$ cat src/rtl/iir_pkg.sv
`timescale 1ns/1ps
package iir_pkg;
  // field order inside one section record, least significant first
  typedef enum int {
    FLD_A0 = 0,
    FLD_A1 = 1,
    FLD_A2 = 2,
    FLD_B0 = 3,
    FLD_B1 = 4,
    FLD_B2 = 5
  } coef_field_e;

  localparam int REC_FIELDS = 6;

  function automatic int num_sections(input int order);
    return (order + 1) / 2;
  endfunction
endpackage

$ cat src/rtl/iir_requant.sv
`timescale 1ns/1ps
// Round-half-up right shift followed by saturation to OW bits.
module iir_requant #(
  parameter int IW = 40,
  parameter int OW = 16,
  parameter int SH = 14
) (
  input  logic signed [IW-1:0] din,
  output logic signed [OW-1:0] dout
);
  localparam logic signed [IW:0] RND  = {{IW{1'b0}}, 1'b1} << (SH - 1);
  localparam logic signed [IW:0] MAXV = {{(IW - OW + 2){1'b0}}, {(OW - 1){1'b1}}};
  localparam logic signed [IW:0] MINV = ~MAXV;

  logic signed [IW:0] ext, shifted;

  always_comb begin
    ext     = {din[IW-1], din} + RND;
    shifted = ext >>> SH;
    if (shifted > MAXV)      dout = MAXV[OW-1:0];
    else if (shifted < MINV) dout = MINV[OW-1:0];
    else                     dout = shifted[OW-1:0];
  end
endmodule

$ cat src/rtl/iir_section.sv
`timescale 1ns/1ps
// One direct-form-II section; first order when FIRST_ORDER is set.
module iir_section #(
  parameter int DW = 16,
  parameter int SW = 20,
  parameter int CW = 18,
  parameter int FRAC = 14,
  parameter bit FIRST_ORDER = 1'b0,
  parameter logic signed [CW-1:0] A0 = '0,
  parameter logic signed [CW-1:0] A1 = '0,
  parameter logic signed [CW-1:0] A2 = '0,
  parameter logic signed [CW-1:0] B1 = '0,
  parameter logic signed [CW-1:0] B2 = '0
) (
  input  logic                 clk,
  input  logic                 rst,
  input  logic                 ce,
  input  logic signed [DW-1:0] x,
  output logic signed [DW-1:0] y
);
  localparam int AW = CW + SW + 3;

  logic signed [SW-1:0] w, w1;
  logic signed [AW-1:0] fb, ff;
  logic signed [DW-1:0] yq;

  generate
    if (FIRST_ORDER) begin : g_first
      always_comb begin
        fb = (AW'(x) <<< FRAC) - AW'(B1) * AW'(w1);
        ff = AW'(A0) * AW'(w) + AW'(A1) * AW'(w1);
      end
    end else begin : g_second
      logic signed [SW-1:0] w2;
      always_ff @(posedge clk) begin
        if (rst)     w2 <= '0;
        else if (ce) w2 <= w1;
      end
      always_comb begin
        fb = (AW'(x) <<< FRAC) - AW'(B1) * AW'(w1) - AW'(B2) * AW'(w2);
        ff = AW'(A0) * AW'(w) + AW'(A1) * AW'(w1) + AW'(A2) * AW'(w2);
      end
    end
  endgenerate

  iir_requant #(.IW(AW), .OW(SW), .SH(FRAC)) u_state_q (.din(fb), .dout(w));
  iir_requant #(.IW(AW), .OW(DW), .SH(FRAC)) u_out_q   (.din(ff), .dout(yq));

  always_ff @(posedge clk) begin
    if (rst) begin
      w1 <= '0;
      y  <= '0;
    end else if (ce) begin
      w1 <= w;
      y  <= yq;
    end
  end
endmodule

$ cat src/rtl/iir_cascade.sv
`timescale 1ns/1ps
module iir_cascade
  import iir_pkg::*;
#(
  parameter int DW    = 16,
  parameter int CW    = 18,
  parameter int SW    = 20,
  parameter int FRAC  = 14,
  parameter int ORDER = 3,
  parameter logic signed [CW-1:0] GAIN = 18'sd8192,
  // records, section 0 at the low end; each record {b2,b1,b0,a2,a1,a0}
  parameter logic [REC_FIELDS*CW*((ORDER+1)/2)-1:0] COEFS = {
    18'sd5000, 18'(-12288), 18'sd777,   18'sd1234, 18'sd8192, 18'sd8192,
    18'sd8192, 18'(-16384), 18'sd16384, 18'sd4096, 18'sd8192, 18'sd4096
  }
) (
  input  logic                 clk,
  input  logic                 rst,
  input  logic                 ce,
  input  logic signed [DW-1:0] x_in,
  output logic signed [DW-1:0] y_out
);
  localparam int NSEC = num_sections(ORDER);
  localparam int RW   = REC_FIELDS * CW;
  localparam int GW   = CW + DW + 1;

  logic signed [GW-1:0] gain_prod;
  logic signed [DW-1:0] gain_c, gain_q;
  logic signed [DW-1:0] link [0:NSEC];

  assign gain_prod = GW'(x_in) * GW'(GAIN);

  iir_requant #(.IW(GW), .OW(DW), .SH(FRAC)) u_gain_q (.din(gain_prod), .dout(gain_c));

  always_ff @(posedge clk) begin
    if (rst)     gain_q <= '0;
    else if (ce) gain_q <= gain_c;
  end

  assign link[0] = gain_q;

  generate
    for (genvar k = 0; k < NSEC; k++) begin : g_sec
      iir_section #(
        .DW(DW), .SW(SW), .CW(CW), .FRAC(FRAC),
        .FIRST_ORDER((ORDER % 2 == 1) && (k == NSEC - 1)),
        .A0(COEFS[k*RW + FLD_A0*CW +: CW]),
        .A1(COEFS[k*RW + FLD_A1*CW +: CW]),
        .A2(COEFS[k*RW + FLD_A2*CW +: CW]),
        .B1(COEFS[k*RW + FLD_B1*CW +: CW]),
        .B2(COEFS[k*RW + FLD_B2*CW +: CW])
      ) u_sec (
        .clk(clk), .rst(rst), .ce(ce),
        .x(link[k]),
        .y(link[k+1])
      );
    end
  endgenerate

  assign y_out = link[NSEC];
endmodule

$ cat config.mk
export PLATFORM = sky130hd
export DESIGN_NAME = iir_cascade
export DESIGN_NICKNAME = d
export VERILOG_FILES = /design/src/rtl/iir_pkg.sv /design/src/rtl/iir_requant.sv /design/src/rtl/iir_section.sv /design/src/rtl/iir_cascade.sv
export SDC_FILE = /design/constraint.sdc
export NUM_CORES = 1
export LEC_CHECK = 0
export ABC_AREA = 1
export CAP_MARGIN = 20
export CORE_MARGIN = 4
export CORE_UTILIZATION = 25
export DETAILED_ROUTE_END_ITERATION = 10
export SLEW_MARGIN = 10
export SYNTH_ARGS = -nofsm -noshare
export SYNTH_HDL_FRONTEND = slang
export SYNTH_SLANG_ARGS = --single-unit
$ cat constraint.sdc
create_clock -name clk -period 8.97 [get_ports clk]
set_input_delay 0.897 -clock clk [delete_from_list [all_inputs] [get_ports clk]]
set_output_delay 0.897 -clock clk [all_outputs]
set_load 0.02 [all_outputs]
; Word-level counts from Yosys, hierarchy flattened
; Index checks and enable logic that the tools add are counted.
[word_totals]
regBits = 108
elab_cells = 39
input_bits = 19
out_inout_bits = 16
[op_classes]
n_addsub = 12
n_mul = 1
magnitude_cmp = 10
n_mux = 10
[op_table]
columns = cell, n
row1 = adder 41 x 15 -> 42 bit (second input constant), 3
row2 = 2-to-1 mux 16 bit, 6
row3 = 2-to-1 mux 20 bit, 4
row4 = > comparator 28 x 16 -> 1 bit (second input constant), 2
row5 = > comparator 28 x 20 -> 1 bit (second input constant), 2
row6 = less-than comparator 28 x 16 -> 1 bit (second input constant), 2
row7 = less-than comparator 28 x 20 -> 1 bit (second input constant), 2
row8 = subtractor 30 x 41 -> 41 bit, 1
row9 = subtractor 41 x 33 -> 41 bit, 1
row10 = subtractor 30 x 35 -> 36 bit, 1
row11 = adder 34 x 15 -> 35 bit (second input constant), 1
row12 = adder 34 x 32 -> 35 bit, 1
row13 = adder 32 x 33 -> 34 bit, 1
row14 = adder 33 x 33 -> 34 bit, 1
row15 = adder 29 x 15 -> 30 bit (second input constant), 1
row16 = negator 20 -> 27 bit, 1
row17 = multiplier 3 x 20 -> 23 bit (first input constant), 1
row18 = > comparator 16 bit (second input constant), 1
row19 = less-than comparator 16 bit (second input constant), 1

; Depth between registers and ports, before layout
[depth]
depth_word = 13
depth_mapped = 65

; Modules after synthesis
; A second synthesis with hierarchy kept.
[unflattened]
hier_cells = 3273
area_unflattened_um2 = 19102.1
[by_module_without_submodules]
columns = mod, area_per_inst_um2, cells_per_inst, n_inst, seq_area_each_um2
row1 = iir_section (g_sec[0].u_sec), 7160.6, 1112, 1, 1121.1
row2 = iir_section (g_sec[1].u_sec), 5884.4, 1027, 1, 720.7
row3 = iir_requant (g_sec[0].u_sec.u_out_q ...), 1189.9, 220, 2, 0.0
row4 = iir_requant (g_sec[0].u_sec.u_state_q ...), 1099.8, 220, 2, 0.0
row5 = iir_requant (u_gain_q), 803.3, 152, 1, 0.0
row6 = iir_cascade, 674.4, 102, 1, 320.3

; Least setup slack after synthesis
; OpenSTA, ideal clock, no wires.
[synth_timing]
path_kind = flip-flop to flip-flop
from = register g_sec[1].u_sec.w1[1]
to = register g_sec[1].u_sec.y[10]
path_stages_with_launch = 56
setup_slack_ps = 941
period_less_slack_ps = 8029
arrival_time_ps = 7912
cell_sequence = dfxtp_1 -> inv_2 -> ha_1 -> ha_1 -> ha_1 -> fa_1 -> nand3_1 -> nand2_1 -> nand2_1 -> o211ai_1 -> a21o_1 -> a21oi_1 -> o21ai_0 -> a21boi_0 -> o21ai_0 -> nand2_1 -> nand2_1 -> a21oi_1 -> (+20 left out) -> ha_1 -> inv_1 -> fa_1 -> o21ai_0 -> a21oi_1 -> o21bai_1 -> nand2_1 -> nand2_1 -> nand3_1 -> nand2_1 -> a21oi_1 -> xor2_1 -> nor2_1 -> a21boi_1 -> clkbuf_1 -> nor2_1 -> nor2_1 -> nor2_1
[synth_via]
elab_chain_len = 11
word_cells_on_any_way = 13
cone_classes = add/sub: 4 / mul: 1 / order compare: 4 / mux: 4
[synth_rtl]
columns = element, line_no
row1 = start: declaration, iir_section.sv:23  ; logic signed [SW-1:0] w, w1;
row2 = start signal: assignment, iir_section.sv:54  ; w1 <= w;
row3 = multiplier 3 x 20 -> 23 bit (*), iir_section.sv:30  ; fb = (AW'(x) <<< FRAC) - AW'(B1) * AW'(w1);
row4 = subtractor 30 x 35 -> 36 bit (*), iir_section.sv:30
row5 = adder 41 x 15 -> 42 bit (*), iir_requant.sv:18  ; ext = {din[IW-1], din} + RND;
row6 = less-than comparator 28 x 20 -> 1 bit, iir_requant.sv:21  ; else if (shifted < MINV) dout = MINV[OW-1:0];
row7 = 2-to-1 mux 20 bit, iir_requant.sv:21
row8 = 2-to-1 mux 20 bit (*), iir_requant.sv:20  ; if (shifted > MAXV) dout = MAXV[OW-1:0];
row9 = named net g_sec[1].u_sec.u_state_q.dout[1], iir_requant.sv:9  ; output logic signed [OW-1:0] dout
row10 = adder 33 x 33 -> 34 bit (*), iir_section.sv:31  ; ff = AW'(A0) * AW'(w) + AW'(A1) * AW'(w1);
row11 = adder 34 x 15 -> 35 bit (*), iir_requant.sv:18
row12 = less-than comparator 28 x 16 -> 1 bit, iir_requant.sv:21
row13 = 2-to-1 mux 16 bit, iir_requant.sv:21
row14 = 2-to-1 mux 16 bit (*), iir_requant.sv:20
row15 = end signal: assignment, iir_section.sv:55  ; y <= yq;
row16 = end: declaration, iir_section.sv:19  ; output logic signed [DW-1:0] y
; The timed path passes the listed nets; every way through them passes the cells marked *.
; A chain may end at the register's enable or synchronous reset.

; Worst setup path in the final report
[layout_timing]
from = register g_sec[0].u_sec.w1[2]
to = register g_sec[0].u_sec.y[10]
[layout_via]
elab_chain_len = 13
word_cells_on_any_way = 15
cone_classes = add/sub: 7 / order compare: 4 / mux: 4
[layout_rtl]
columns = element, line_no
row1 = start: declaration, iir_section.sv:23
row2 = start signal: assignment, iir_section.sv:54
row3 = negator 20 -> 27 bit (not written as such) (*), iir_section.sv:40  ; fb = (AW'(x) <<< FRAC) - AW'(B1) * AW'(w1) - AW'(B2) * AW'(w2);
row4 = subtractor 30 x 41 -> 41 bit (*), iir_section.sv:40
row5 = subtractor 41 x 33 -> 41 bit (*), iir_section.sv:40
row6 = adder 41 x 15 -> 42 bit (*), iir_requant.sv:18
row7 = less-than comparator 28 x 20 -> 1 bit, iir_requant.sv:21
row8 = 2-to-1 mux 20 bit, iir_requant.sv:21
row9 = 2-to-1 mux 20 bit (*), iir_requant.sv:20
row10 = named net g_sec[0].u_sec.u_state_q.dout[5], iir_requant.sv:9
row11 = adder 32 x 33 -> 34 bit (*), iir_section.sv:41  ; ff = AW'(A0) * AW'(w) + AW'(A1) * AW'(w1) + AW'(A2) * AW'(w2);
row12 = adder 34 x 32 -> 35 bit (*), iir_section.sv:41
row13 = adder 41 x 15 -> 42 bit (*), iir_requant.sv:18
row14 = less-than comparator 28 x 16 -> 1 bit, iir_requant.sv:21
row15 = 2-to-1 mux 16 bit, iir_requant.sv:21
row16 = 2-to-1 mux 16 bit (*), iir_requant.sv:20
row17 = end signal: assignment, iir_section.sv:55
row18 = end: declaration, iir_section.sv:19
; Marked as above.

==> results.cfg <==
[global_route]
antenna_found_initial = 0
grt_max_degree = 75
grt_pass1_wl_mm = 76.02
grt_pass1_vias = 15190
grt-ovfl-total = 0
grt_use_total = 0.1353

[sta]
hold_viol = 0
drv_slew = 0
max_freq_mhz = 120.4
setup_viol = 0
max_slew_margin = 0.2997
worst_pin_slew_ps = 1050
fin_skew_ps = 13.78
timing.final.crit_share = 0.9259
fin_crit_ps = 8306

[yosys]
yosys.area.top_type_share = 0.1564
async_flop_share = 0
synth.distinct_cells = 50
synth_flop_cell = dfxtp_1
syn-cell-area_um2 = 16010
synth_most_common_cell = nand2_1
synth_nets = 2853
yosys.area_share.simple = 0.3491
synth_area_per_cell_um2 = 6.128
synth_xor_area_frac = 0.07174
synth_top_family_by_area = simple AND/OR/NAND/NOR gates
synth_area_leaders = nand2_1 16%, dfxtp_1 14%, ha_1 13%
synth-compound-area-share = 0.1199
synth_warnings = 0
synth_commonest_cells = 667 x nand2_1, 470 x inv_1, 267 x nor2_1
netlist_instances = 2613
synth_top_area_cell = nand2_1
synthAdderAreaFrac = 0.1961
synth_seq_cells = 108
synthMuxAreaShare = 0
seq_area_frac_synth = 0.1350
synth_enable_flop_cells = 0

[setup_path]
r2r_cells = 58
cp_common_cell = nand2_1
reg2reg_slack_ps = 660
crit_fanout = 10
timing.rr.start = g_sec[0].u_sec.w1[2]$_SDFFE_PP0P_
required_ps = 9250
worst_ep_arrival_time_ps = 8580
criticalPathCategory = reg -> reg
slowest_stage = fa_1
cp_top_family = simple AND/OR/NAND/NOR gates
end_kind = register
max_stage_delay_ps = 480
r2r_end = g_sec[0].u_sec.y[10]$_SDFFE_PP0P_
cp_num_buf_inv = 12
crit_path_start_kind = register

[die]
die-area_um2 = 68160
core_area_um2 = 63200
die_w_um = 261.1
ios = 35
die_h_um = 261.1
initial_core_util = 0.2534
row_count = 92

[layout]
drive_gt1_frac = 0.1359
antenna_cells = 0
final_nets = 2990
areaGrowthSynthToFinish_pct = 19.11
layoutNonFillerInstCount = 3599

[cts]
clk_pin_slew_ps = 80
clock-root-buffer = clkbuf_16
cts.sinks = 108
clock_latency_ps = 380
htree_levels = 3
cts_tree = built
cts_made_buffers = 9
clockBufferDepth = 2

[route]
drc = 0
routed_wirelength_mm = 46.64
wire_per_inst_um = 12.96
routed-via-count = 16190
ant_nets = 0
via_per_inst = 4.498
first_iter_violations = 981
dr.pass1.iters = 6

[placed_design]
dp_hpwl_mm = 38.73
numPortBuffers = 34
gp_congestion = 0.9316
post-place-cells = 3577

[worst_hold_path]
hold_path.class = reg -> reg
hp-start = g_sec[1].u_sec.y[15]$_SDFFE_PP0P_
min_delay_path_depth = 2
holdPathEnd = g_sec[1].u_sec.y[15]$_SDFFE_PP0P_

[run_status]
status = completed

[run]
maxCapViolCount = 0
[final cells by class]
cell class	instances	area, um^2
multi-input combinational	1979	12340
fill	6987	44120
inverter	479	1798
sequential	108	2165
tap	846	1059
clock inverter	4	52.55
clock buffer	10	229.0
timing repair buffer	173	1429
[cells in the final DEF (no fill, tap or decap), drive strengths merged]
| master | instances |
|---|---|
| buf | 141 |
| o41ai | 1 |
| or2 | 1 |
| ha | 171 |
| clkdlybuf4s50 | 32 |
| clkbuf | 10 |
| nor4 | 3 |
| a22oi | 1 |
| a211oi | 4 |
| nand4 | 62 |
| o211ai | 5 |
| clkinvlp | 3 |
| inv | 476 |
| fa | 50 |
| nand3 | 171 |
| nand2 | 697 |
| bufinv | 1 |
| xor2 | 83 |
| o21bai | 10 |
| nor2 | 306 |
| xnor2 | 43 |
| and2 | 8 |
| a21boi | 6 |
| a21o | 7 |
| clkinv | 3 |
| nand3b | 6 |
| nor3 | 29 |
| o21ai | 124 |
| a21oi | 185 |
| dfxtp | 108 |
| nor3b | 1 |
| a31oi | 3 |
| o21a | 2 |
[timing repair]
item / in CTS / in global routing
endpoints found under the setup margin: 6 / 31
resized for setup: 1 / 143
hold buffers: 0 / 0
pin swaps: 0 / 22
buffers inserted: 0 / 8
[state kept, by name, summed over array words and instances, names as in the netlist]
register                 flops
g_sec.u_sec.y               32
gain_q                      16
g_sec.u_sec.w1              40
g_sec.u_sec.g_second.w2     20
[per-layer routing]
metal,up-vias,wire [um],track usage,part of all wire
met5,-,0,0,0
met4,0,779,0.02936,0.017
met3,43,1956,0.01489,0.042
met2,308,21220,0.2260,0.46
met1,7298,22680,0.1886,0.49
li1,8538,-,-,-
[worst register-to-register path: cells and delay by family, from the launching register on]
| kind | cells | cell delay, ps |
|---|---|---|
| simple gates | 41 | 4770 |
| buf+inv | 12 | 1310 |
| flops | 1 | 350 |
| xor+xnor | 1 | 150 |
| fa+ha+maj | 4 | 1610 |
[worst max-delay path by stage]
stage	start	endpoint	cells after the start
after floorplan	g_sec[1].u_sec.w1[1]$_SDFFE_PP0P_	g_sec[1].u_sec.y[10]$_SDFFE_PP0P_	55
after global placement	g_sec[0].u_sec.w1[0]$_SDFFE_PP0P_	g_sec[0].u_sec.y[2]$_SDFFE_PP0P_	57
after detailed placement	g_sec[0].u_sec.w1[0]$_SDFFE_PP0P_	g_sec[0].u_sec.y[2]$_SDFFE_PP0P_	57
after CTS	g_sec[0].u_sec.w1[0]$_SDFFE_PP0P_	g_sec[0].u_sec.y[2]$_SDFFE_PP0P_	57
after global routing	g_sec[0].u_sec.w1[0]$_SDFFE_PP0P_	g_sec[0].u_sec.y[5]$_SDFFE_PP0P_	59
final	g_sec[0].u_sec.w1[2]$_SDFFE_PP0P_	g_sec[0].u_sec.y[10]$_SDFFE_PP0P_	58
[cells by family after synthesis]
logic type | Yosys count
AO/OA/AOI/OAI | 348
XOR/XNOR | 126
adder cells (fa/ha/maj) | 221
buffers and inverters | 526
flip-flops | 108
AND/OR/NAND/NOR | 1284
[metrics by stage]
stage / setup WS (ps) / hold slack [ps] / area (um^2) / util / TNS (ps)
after floorplan: 941.4 / 445.3 / 16010 / - / 0
after global placement: 4.131 / 455.4 / 18170 / 0.2875 / 0
after detailed placement: 5.709 / 463.1 / 18170 / 0.2875 / 0
after CTS: 24.66 / 474.8 / 18460 / 0.2921 / 0
after global routing: -74.71 / 491.9 / 19070 / 0.3018 / -679.0
final: 664.5 / 469.3 / 19070 / 0.3018 / 0
Power is not shown: default switching activity piles up to over one toggle a cycle in this logic, so the estimate is an artifact.
